$ cat config.mk
export PLATFORM = sky130hd
export DESIGN_NAME = dmov_unit
export DESIGN_NICKNAME = d
export VERILOG_FILES = /design/src/rtl/dmov_pkg.sv /design/src/rtl/dmov_flags.sv /design/src/rtl/dmov_ctrl.sv /design/src/rtl/dmov_unit.sv
export SDC_FILE = /design/constraint.sdc
export NUM_CORES = 1
export LEC_CHECK = 0
export ABC_AREA = 1
export BUFFER_PORTS_ARGS = -buffer_cell sky130_fd_sc_hd__clkbuf_2
export CORE_MARGIN = 3
export CORE_UTILIZATION = 40
export CTS_CLUSTER_SIZE = 10
export DETAILED_ROUTE_END_ITERATION = 10
export HOLD_SLACK_MARGIN = 0.08
export PLACE_DENSITY = 0.58
export SLEW_MARGIN = 0
export SYNTH_ARGS = -nofsm -noshare
export SYNTH_HDL_FRONTEND = slang
export SYNTH_HIERARCHICAL = 1
export SYNTH_SLANG_ARGS = --single-unit
$ cat constraint.sdc
create_clock -name clk_i -period 6.6 [get_ports clk_i]
set_clock_uncertainty 0.2 [all_clocks]
set_input_delay 1.32 -clock clk_i [delete_from_list [all_inputs] [get_ports clk_i]]
set_output_delay 1.32 -clock clk_i [all_outputs]
set_load 0.05 [all_outputs]
$ cat src/rtl/dmov_pkg.sv
package dmov_pkg;

  localparam int OP_W = 5;

  typedef enum logic [OP_W-1:0] {
    OP_CLR_A   = 5'd0,
    OP_CLR_B   = 5'd1,
    OP_CLR_M   = 5'd2,
    OP_LD_A    = 5'd3,
    OP_LD_B    = 5'd4,
    OP_LD_D    = 5'd5,
    OP_ST_A    = 5'd6,
    OP_ST_B    = 5'd7,
    OP_ST_D    = 5'd8,
    OP_PSH_A   = 5'd9,
    OP_PSH_B   = 5'd10,
    OP_PUL_A   = 5'd11,
    OP_PUL_B   = 5'd12,
    OP_MOV_AB  = 5'd13,
    OP_MOV_BA  = 5'd14,
    OP_MOV_AC  = 5'd15,
    OP_MOV_CA  = 5'd16,
    OP_SWAP_DX = 5'd17,
    OP_SWAP_DY = 5'd18
  } op_e;

  typedef enum logic [1:0] {K_REG, K_READ, K_WRITE} kind_e;

  // flag nibble layout: {N, Z, V, C}
  function automatic logic [3:0] nz_flags(input logic [3:0] f, input logic n, input logic z);
    return {n, z, 1'b0, f[0]};
  endfunction

  function automatic logic [3:0] clr_flags();
    return 4'b0100;
  endfunction

endpackage

$ cat src/rtl/dmov_flags.sv
module dmov_flags #(
  parameter int W = 8
) (
  input  logic [W-1:0] val_i,
  output logic         neg_o,
  output logic         zero_o
);
  assign neg_o  = val_i[W-1];
  assign zero_o = (val_i == '0);
endmodule

$ cat src/rtl/dmov_ctrl.sv
module dmov_ctrl
  import dmov_pkg::*;
#(
  parameter int AW = 16,
  parameter int DW = 8
) (
  input  logic          clk_i,
  input  logic          rst_ni,
  input  logic          go_i,
  input  kind_e         kind_i,
  input  logic          wide_i,
  input  logic [AW-1:0] base_addr_i,
  input  logic [DW-1:0] wr_hi_i,
  input  logic [DW-1:0] wr_lo_i,
  output logic          busy_o,
  output logic [AW-1:0] mem_addr_o,
  output logic          mem_we_o,
  output logic [DW-1:0] mem_wdata_o,
  output logic          rd_hi_o,
  output logic          rd_lo_o,
  output logic          wr_last_o
);
  typedef enum logic [1:0] {S_IDLE, S_RADDR, S_RDATA, S_WRITE} st_e;

  st_e           state_q;
  logic [AW-1:0] addr_q;
  logic          wide_q, first_q;
  logic          more;

  assign more = wide_q && first_q;

  always_ff @(posedge clk_i or negedge rst_ni) begin
    if (!rst_ni) begin
      state_q <= S_IDLE;
      addr_q  <= '0;
      wide_q  <= 1'b0;
      first_q <= 1'b0;
    end else begin
      unique case (state_q)
        S_IDLE: if (go_i && kind_i != K_REG) begin
          addr_q  <= base_addr_i;
          wide_q  <= wide_i;
          first_q <= 1'b1;
          state_q <= (kind_i == K_READ) ? S_RADDR : S_WRITE;
        end
        S_RADDR: state_q <= S_RDATA;
        S_RDATA: begin
          if (more) begin
            first_q <= 1'b0;
            addr_q  <= addr_q + 1'b1;
            state_q <= S_RADDR;
          end else begin
            state_q <= S_IDLE;
          end
        end
        S_WRITE: begin
          if (more) begin
            first_q <= 1'b0;
            addr_q  <= addr_q + 1'b1;
          end else begin
            state_q <= S_IDLE;
          end
        end
        default: state_q <= S_IDLE;
      endcase
    end
  end

  assign busy_o      = (state_q != S_IDLE);
  assign mem_addr_o  = addr_q;
  assign mem_we_o    = (state_q == S_WRITE);
  assign mem_wdata_o = more ? wr_hi_i : wr_lo_i;
  assign rd_hi_o     = (state_q == S_RDATA) && more;
  assign rd_lo_o     = (state_q == S_RDATA) && !more;
  assign wr_last_o   = (state_q == S_WRITE) && !more;
endmodule

$ cat src/rtl/dmov_unit.sv
module dmov_unit
  import dmov_pkg::*;
#(
  parameter int          DW      = 8,
  parameter int          AW      = 16,
  parameter logic [15:0] SP_INIT = 16'h00FF,
  localparam int         WW      = 2 * DW
) (
  input  logic            clk_i,
  input  logic            rst_ni,
  input  logic            start_i,
  input  logic [OP_W-1:0] op_i,
  input  logic [AW-1:0]   ea_i,
  output logic            done_o,
  output logic [AW-1:0]   mem_addr_o,
  output logic            mem_we_o,
  output logic [DW-1:0]   mem_wdata_o,
  input  logic [DW-1:0]   mem_rdata_i,
  output logic [DW-1:0]   acc_a_o,
  output logic [DW-1:0]   acc_b_o,
  output logic [WW-1:0]   idx_x_o,
  output logic [WW-1:0]   idx_y_o,
  output logic [AW-1:0]   sp_o,
  output logic [DW-1:0]   ccr_o
);
  logic [DW-1:0] a_q, b_q, ccr_q;
  logic [WW-1:0] x_q, y_q;
  logic [AW-1:0] sp_q;
  op_e           op_q, op_in;
  logic          done_q;

  logic          busy, accept, rd_hi, rd_lo, wr_last;
  kind_e         kind;
  logic          wide;
  logic [AW-1:0] base;
  logic [DW-1:0] wr_lo, byte_val;
  logic [WW-1:0] word_val;
  logic          n_b, z_b, n_w, z_w;

  assign op_in  = op_e'(op_i);
  assign accept = start_i && !busy;

  always_comb begin
    kind = K_REG;
    wide = 1'b0;
    base = ea_i;
    case (op_in)
      OP_LD_A, OP_LD_B:            kind = K_READ;
      OP_LD_D:                     begin kind = K_READ;  wide = 1'b1; end
      OP_ST_A, OP_ST_B, OP_CLR_M:  kind = K_WRITE;
      OP_ST_D:                     begin kind = K_WRITE; wide = 1'b1; end
      OP_PSH_A, OP_PSH_B:          begin kind = K_WRITE; base = sp_q; end
      OP_PUL_A, OP_PUL_B:          begin kind = K_READ;  base = sp_q + 1'b1; end
      default: ;
    endcase
  end

  always_comb begin
    case (op_q)
      OP_ST_B, OP_PSH_B, OP_ST_D: wr_lo = b_q;
      OP_CLR_M:                   wr_lo = '0;
      default:                    wr_lo = a_q;
    endcase
  end

  // flag source: read byte, stored byte, or transferred byte
  always_comb begin
    if (rd_lo)     byte_val = mem_rdata_i;
    else if (busy) byte_val = (op_q == OP_ST_B) ? b_q : a_q;
    else           byte_val = (op_in == OP_MOV_BA) ? b_q : a_q;
    word_val = rd_lo ? {a_q, mem_rdata_i} : {a_q, b_q};
  end

  dmov_flags #(.W(DW)) u_flg_b (.val_i(byte_val), .neg_o(n_b), .zero_o(z_b));
  dmov_flags #(.W(WW)) u_flg_w (.val_i(word_val), .neg_o(n_w), .zero_o(z_w));

  dmov_ctrl #(.AW(AW), .DW(DW)) u_ctrl (
    .clk_i       (clk_i),
    .rst_ni      (rst_ni),
    .go_i        (accept),
    .kind_i      (kind),
    .wide_i      (wide),
    .base_addr_i (base),
    .wr_hi_i     (a_q),
    .wr_lo_i     (wr_lo),
    .busy_o      (busy),
    .mem_addr_o  (mem_addr_o),
    .mem_we_o    (mem_we_o),
    .mem_wdata_o (mem_wdata_o),
    .rd_hi_o     (rd_hi),
    .rd_lo_o     (rd_lo),
    .wr_last_o   (wr_last)
  );

  always_ff @(posedge clk_i or negedge rst_ni) begin
    if (!rst_ni) begin
      a_q    <= '0;
      b_q    <= '0;
      x_q    <= '0;
      y_q    <= '0;
      ccr_q  <= '0;
      sp_q   <= AW'(SP_INIT);
      op_q   <= OP_CLR_A;
      done_q <= 1'b0;
    end else begin
      done_q <= 1'b0;
      if (accept) begin
        op_q   <= op_in;
        done_q <= (kind == K_REG);
        case (op_in)
          OP_CLR_A:   begin a_q <= '0; ccr_q[3:0] <= clr_flags(); end
          OP_CLR_B:   begin b_q <= '0; ccr_q[3:0] <= clr_flags(); end
          OP_MOV_AB:  begin b_q <= a_q; ccr_q[3:0] <= nz_flags(ccr_q[3:0], n_b, z_b); end
          OP_MOV_BA:  begin a_q <= b_q; ccr_q[3:0] <= nz_flags(ccr_q[3:0], n_b, z_b); end
          OP_MOV_AC:  ccr_q <= a_q;
          OP_MOV_CA:  a_q <= ccr_q;
          OP_SWAP_DX: begin {a_q, b_q} <= x_q; x_q <= {a_q, b_q}; end
          OP_SWAP_DY: begin {a_q, b_q} <= y_q; y_q <= {a_q, b_q}; end
          OP_PUL_A, OP_PUL_B: sp_q <= sp_q + 1'b1;
          default: ;
        endcase
      end
      if (rd_hi) a_q <= mem_rdata_i;
      if (rd_lo) begin
        done_q <= 1'b1;
        case (op_q)
          OP_LD_A:  begin a_q <= mem_rdata_i; ccr_q[3:0] <= nz_flags(ccr_q[3:0], n_b, z_b); end
          OP_LD_B:  begin b_q <= mem_rdata_i; ccr_q[3:0] <= nz_flags(ccr_q[3:0], n_b, z_b); end
          OP_LD_D:  begin b_q <= mem_rdata_i; ccr_q[3:0] <= nz_flags(ccr_q[3:0], n_w, z_w); end
          OP_PUL_A: a_q <= mem_rdata_i;
          OP_PUL_B: b_q <= mem_rdata_i;
          default: ;
        endcase
      end
      if (wr_last) begin
        done_q <= 1'b1;
        case (op_q)
          OP_ST_A, OP_ST_B:   ccr_q[3:0] <= nz_flags(ccr_q[3:0], n_b, z_b);
          OP_ST_D:            ccr_q[3:0] <= nz_flags(ccr_q[3:0], n_w, z_w);
          OP_CLR_M:           ccr_q[3:0] <= clr_flags();
          OP_PSH_A, OP_PSH_B: sp_q <= sp_q - 1'b1;
          default: ;
        endcase
      end
    end
  end

  assign done_o  = done_q;
  assign acc_a_o = a_q;
  assign acc_b_o = b_q;
  assign idx_x_o = x_q;
  assign idx_y_o = y_q;
  assign sp_o    = sp_q;
  assign ccr_o   = ccr_q;
endmodule

### Yosys cells after proc, flatten, opt, wreduce, memory -nomap -nowiden

Index checks and enable logic that the tools add are counted.

| word-level totals | value |
|---|---|
| memories | 0 |
| register bits after elaboration | 98 |
| latch bits | 0 |
| memory bits (writable) | 0 |
| output and inout bits | 98 |
| input bits | 32 |
| logic and storage cells | 135 |
| bits in read-only memories | 0 |

| cells by class | value |
|---|---|
| add/subtract/negate cells | 3 |
| multiply operators | 0 |
| reductions and logical operators | 37 |
| shift-type cells | 0 |
| div/mod/pow operators | 0 |
| multiplexer cells | 43 |
| bitwise operators | 0 |
| magnitude comparators | 0 |
| equal/unequal tests | 38 |

Operator list:

| kind | count |
|---|---|
| $mux W8 | 13 |
| $mux W16 | 6 |
| $eq A5 B4 Y1 const B | 13 |
| $pmux W16 S2 | 2 |
| $eq A5 B3 Y1 const B | 8 |
| $pmux W8 S5 | 1 |
| $add A16 B1 Y16 const B | 2 |
| $pmux W8 S4 | 1 |
| $pmux W4 S3 | 2 |
| $eq A5 B2 Y1 const B | 4 |
| $reduce_or A2 Y1 | 10 |
| $logic_not A16 Y1 | 1 |
| $pmux W8 S2 | 1 |
| $sub A16 B1 Y16 const B | 1 |
| $eq A5 B5 Y1 const B | 3 |
| $mux W4 | 3 |
| $reduce_and A2 Y1 | 6 |
| $logic_not A8 Y1 | 1 |
| $pmux W2 S4 | 1 |
| $pmux W4 S2 | 1 |
| $mux W1 | 7 |
| $logic_and A1 B1 Y1 | 6 |
| $mux W2 | 3 |
| $ne A2 B2 Y1 const B | 3 |
| other kinds (14) | 22 |

### Depth between registers and ports, before layout

| depth | value |
|---|---|
| word-level depth | 11 |
| gate-level depth with buffers | 18 |
| gate-level depth less buffers | 16 |

### Modules after synthesis

The synthesis kept the hierarchy.

By module, submodules not included:

| module | area each (um2) | times used | cells an instance | sequential area each (um2) |
|---|---|---|---|---|
| dmov_unit | 5700.5 | 1 | 904 | 1961.9 |
| dmov_ctrl | 1432.6 | 1 | 226 | 500.5 |
| dmov_flags (u_flg_w) | 111.4 | 1 | 28 | 0.0 |
| dmov_flags (u_flg_b) | 33.8 | 1 | 8 | 0.0 |

### Least setup slack after synthesis

No wires, ideal clock.

| timing | value |
|---|---|
| path type | reg2out |
| from | register op_q[1] |
| to | output mem_wdata_o[0] |
| arrival time | 1688 ps |
| data required time | 5080 ps |
| cell stages (with the launch flop) | 10 |
| slack | 3392 ps |
| buffers on the path | 1 |
| cells stage by stage | dfrtp_1 nand2_1 nor2_1 nand2_1 o21a_1 buf_2 nand2_1 o22ai_1 nand2_1 nand2_1 |

| between the ends | value |
|---|---|
| cells in the longest elaborated chain, start to end | 4 |
| elaborated cells between the ends (all ways) | 7 |
| classes of those cells | 4 x eq/ne; 2 x mux; 1 x reduce/logical |

RTL lines:

| item | RTL line | source |
|---|---|---|
| from (decl) | dmov_unit.sv:29 | `op_e op_q, op_in;` |
| from (signal assigned) | dmov_unit.sv:108 | `op_q <= op_in;` |
| $eq A5 B3 Y1 or $eq A5 B4 Y1 (tied branches) | dmov_unit.sv:59 | `case (op_q)` |
| $reduce_or A3 Y1 | dmov_unit.sv:59 |  |
| $pmux W8 S2 (*) | dmov_unit.sv:59 |  |
| named net wr_lo[0] | dmov_unit.sv:36 | `logic [DW-1:0] wr_lo, byte_val;` |
| $mux W8 (*) | dmov_ctrl.sv:72 | `assign mem_wdata_o = more ? wr_hi_i : wr_lo_i;` |
| to (decl) | dmov_unit.sv:17 | `output logic [DW-1:0] mem_wdata_o,` |

The timed path passes the listed nets; every way through them passes the cells marked *.

### Final worst setup path

| timing | value |
|---|---|
| from | register op_q[2] |
| to | output mem_wdata_o[6] |

Same word-level chain as after synthesis.

==> impl_metrics.yaml <==
global_route:
  use_met2_pct: 46.5
  grt_pass1_vias: 7469
  antenna_found_initial: 1
  grt_usage_pct: 26.1
  grt-busiest-layer: "met2"
  grt_pass1_wl_um: 40600
  grt_use_met3_pct: 3.53
  use_met1_pct: 32.9
  grt_max_degree: 53
  grt-ovfl-total: 0
sta:
  setup_viol: 0
  slew_headroom_pct: 41.9
  fmax_mhz: 230
  worst_pin_slew_ns: 0.866
  hold_viol: 0
  fin_crit_ns: 4.35
  rsz0062_at_grt: "false"
  fin_crit_sh_pct: 65.8
  slew_viol_final: 0
  setup_tns_ns: 0
logic_synthesis:
  yosysUniqueCellTypes: 39
  synth-seq-area-share_pct: 33.8
  ys_seq_elements: 98
  synth.net_count: 1201
  syn_inst: 1166
  avgSynthCellArea_um2: 6.24
  syn-cell-area_um2: 7280
  ys_warn_count: 6
clock_tree:
  cts_root_buffer: "clkbuf_16"
  cts_buffer_depth: 2
  clk_pin_slew_ns: 0.08
  ctsHoldBuffers: 0
  cts_tree: "done"
  cts_setup_buffers: 0
  clock_latency_ns: 0.37
  cts.repair.resized: 0
  clock_sinks: 98
  numCtsBuffers: 9
  cts_htree_levels: 3
floorplanning:
  start_util_pct: 41.5
  die_w_um: 141
  rows: 48
  die-area_um2: 19900
  die_y_um: 141
  ios: 130
  core-area_um2: 17500
setup_path:
  crit_path_end: "mem_wdata_o[6]"
  cp.required_ns: 5.08
  cp_max_fo: 17
  path_class: "register to primary output"
  reg2reg_depth: 8
  reg2reg_slack_ns: 3.44
  worst_ep_arrival_time_ns: 2.83
  r2r_end: "idx_x_o[6]"
  r2r_start: "u_ctrl/state_q[1]"
  startpoint: "op_q[2]"
  cp-end-kind: "primary output"
  start_kind: "register"
drt:
  vias_per_cell: 5.32
  wirelength_um: 26200
  num_vias: 7908
  wl_per_cell_um: 17.6
  drc_errors: 0
  dr.first_iter.drc_count: 746
  drt_first_pass_iters: 5
  postRouteAntennaNets: 0
outcome:
  status: "completed"
pwr:
  cellPowerDensity_nw_per_um2: 455
  power_w: 0.00376
  cellLeakagePower_nw: 4.36
  vdd_ir_drop_max_mv: 0.301
layout:
  layout.cells.non_filler: 1487
  antennaDiodeCount: 0
  layout-drive-gt1-share_pct: 15.1
  final_nets: 1292
  layout-area-overhead-vs-synth_pct: 13.6
  fin_area_um2: 8270
placement:
  hpwl_um: 19800
  dpl-instance-area_um2: 7950
  portBuffers: 129
  placedCellCount: 1471
  place_congestion: 0.981
worst_hold_path:
  holdPathStages: 2
  hp-class: "register to register"
run:
  drv_cap: 0
==> cell type report <==
| type | instances | area [um^2] |
|---|---|---|
| flip-flops and latches | 98 | 2460 |
| clock inverters | 7 | 92.6 |
| fillers | 1898 | 9270 |
| well taps | 225 | 282 |
| repair buffers | 133 | 678 |
| multi-input cells | 893 | 4070 |
| clock buffers | 9 | 225 |
| inverters | 122 | 460 |
==> power by group <==
group	switching [W]	internal, W
Clock	0.000278	0.000306
Sequential	0.000355	0.000815
Combinational	0.00154	0.000468
==> sequential cells by signal, summed over array words and instances, names as in the netlist, 5 cells and up <==
name and count:
ccr_o 8, idx_x_o 16, idx_y_o 16, acc_b_o 8, sp_o 16, acc_a_o 8
op_q 5, u_ctrl/mem_addr_o 16
==> cells in the mapped netlist (all sizes together) <==
cell / n / area (um^2)
nor3: 11 / 55.1
a31oi: 1 / 6.26
mux2: 1 / 11.3
dfstp: 8 / 210
nand2: 424 / 1640
buf: 35 / 226
inv: 121 / 457
o21bai: 1 / 7.51
a22oi: 1 / 7.51
dfrtp: 90 / 2250
and2: 1 / 6.26
o211ai: 14 / 119
nand3: 103 / 526
xor2: 14 / 123
o21a: 1 / 7.51
clkinv: 1 / 3.75
nor2: 154 / 628
o21ai: 84 / 424
a21oi: 32 / 160
o31ai: 1 / 7.51
clkbuf: 18 / 67.6
o22ai: 12 / 75.1
or2: 1 / 6.26
nand4: 34 / 213
ha: 3 / 37.5
==> cells in the final DEF, fill, tap and decap left out, types with 4 or more instances in the layout <==
cell type  instances
inv_2              8
clkbuf_2         128
nor2_1           144
nor2_4             5
xor2_1            14
nand2_2            4
a21oi_1           32
nor2_2             5
dfstp_2            8
o21ai_0           75
clkbuf_16          9
inv_1            112
dfrtp_1           90
buf_4              5
o21ai_1            8
o22ai_1           12
nor3_1            10
nand4_1           34
o211ai_1          13
nand3_1          101
nand2_1          417
==> cells by family (layout without fill, tap and decap cells) <==
| kind of cell | Yosys count | after routing | synth area share (%) |
|---|---|---|---|
| AND/OR/NAND/NOR | 728 | 728 | 42.3 |
| buffers and inverters | 175 | 271 | 10.4 |
| AO/OA/AOI/OAI | 147 | 147 | 11.2 |
| flip-flops | 98 | 98 | 33.8 |
| XOR/XNOR | 14 | 14 | 1.68 |
| adder cells (fa/ha/maj) | 3 | 3 | 0.516 |
| multiplexers | 1 | 1 | 0.155 |
==> stage by stage <==
step           utilization (%)  hold WS, ns  setup slack [ns]
2_1_floorplan                -        0.269              3.39
3_3_place_gp              45.3        0.295              2.56
3_5_place_dp              45.3        0.297              2.56
4_1_cts                   47.1        0.317              2.27
5_1_grt                   47.1        0.347              2.15
6_report                  47.1        0.315              2.25
==> per-layer routing <==
metal	share of wire (%)	wire, um	vias to the layer above
met2	50	13100	282
met3	6.1	1600	38
met4	2.3	609	2
li1	-	-	3917
met5	0.069	18	-
met1	41	10900	3669
==> critical path, stage by stage (launching register included) <==
cell	delay (ns)
dfrtp_1	0.41
inv_1	0.12
nor2_1	0.09
nand2_1	0.37
o21a_1	0.46
nand2_1	0.31
o22ai_1	0.22
nand2_1	0.09
nand2_1	0.11
clkbuf_2	0.28
==> how the worst min path moves through the flow <==
stage                   startpoint        endpoint  slack (ns)
global route            idx_y_o[4]      idx_y_o[4]        0.35
global placement        idx_x_o[1]      idx_x_o[1]        0.29
CTS                 u_ctrl/first_q  u_ctrl/first_q        0.32
finish                  idx_x_o[2]      idx_x_o[2]        0.32
floorplan           u_ctrl/first_q  u_ctrl/first_q        0.27
detailed placement  u_ctrl/first_q  u_ctrl/first_q        0.30
Power figures use the tool's default switching activity.
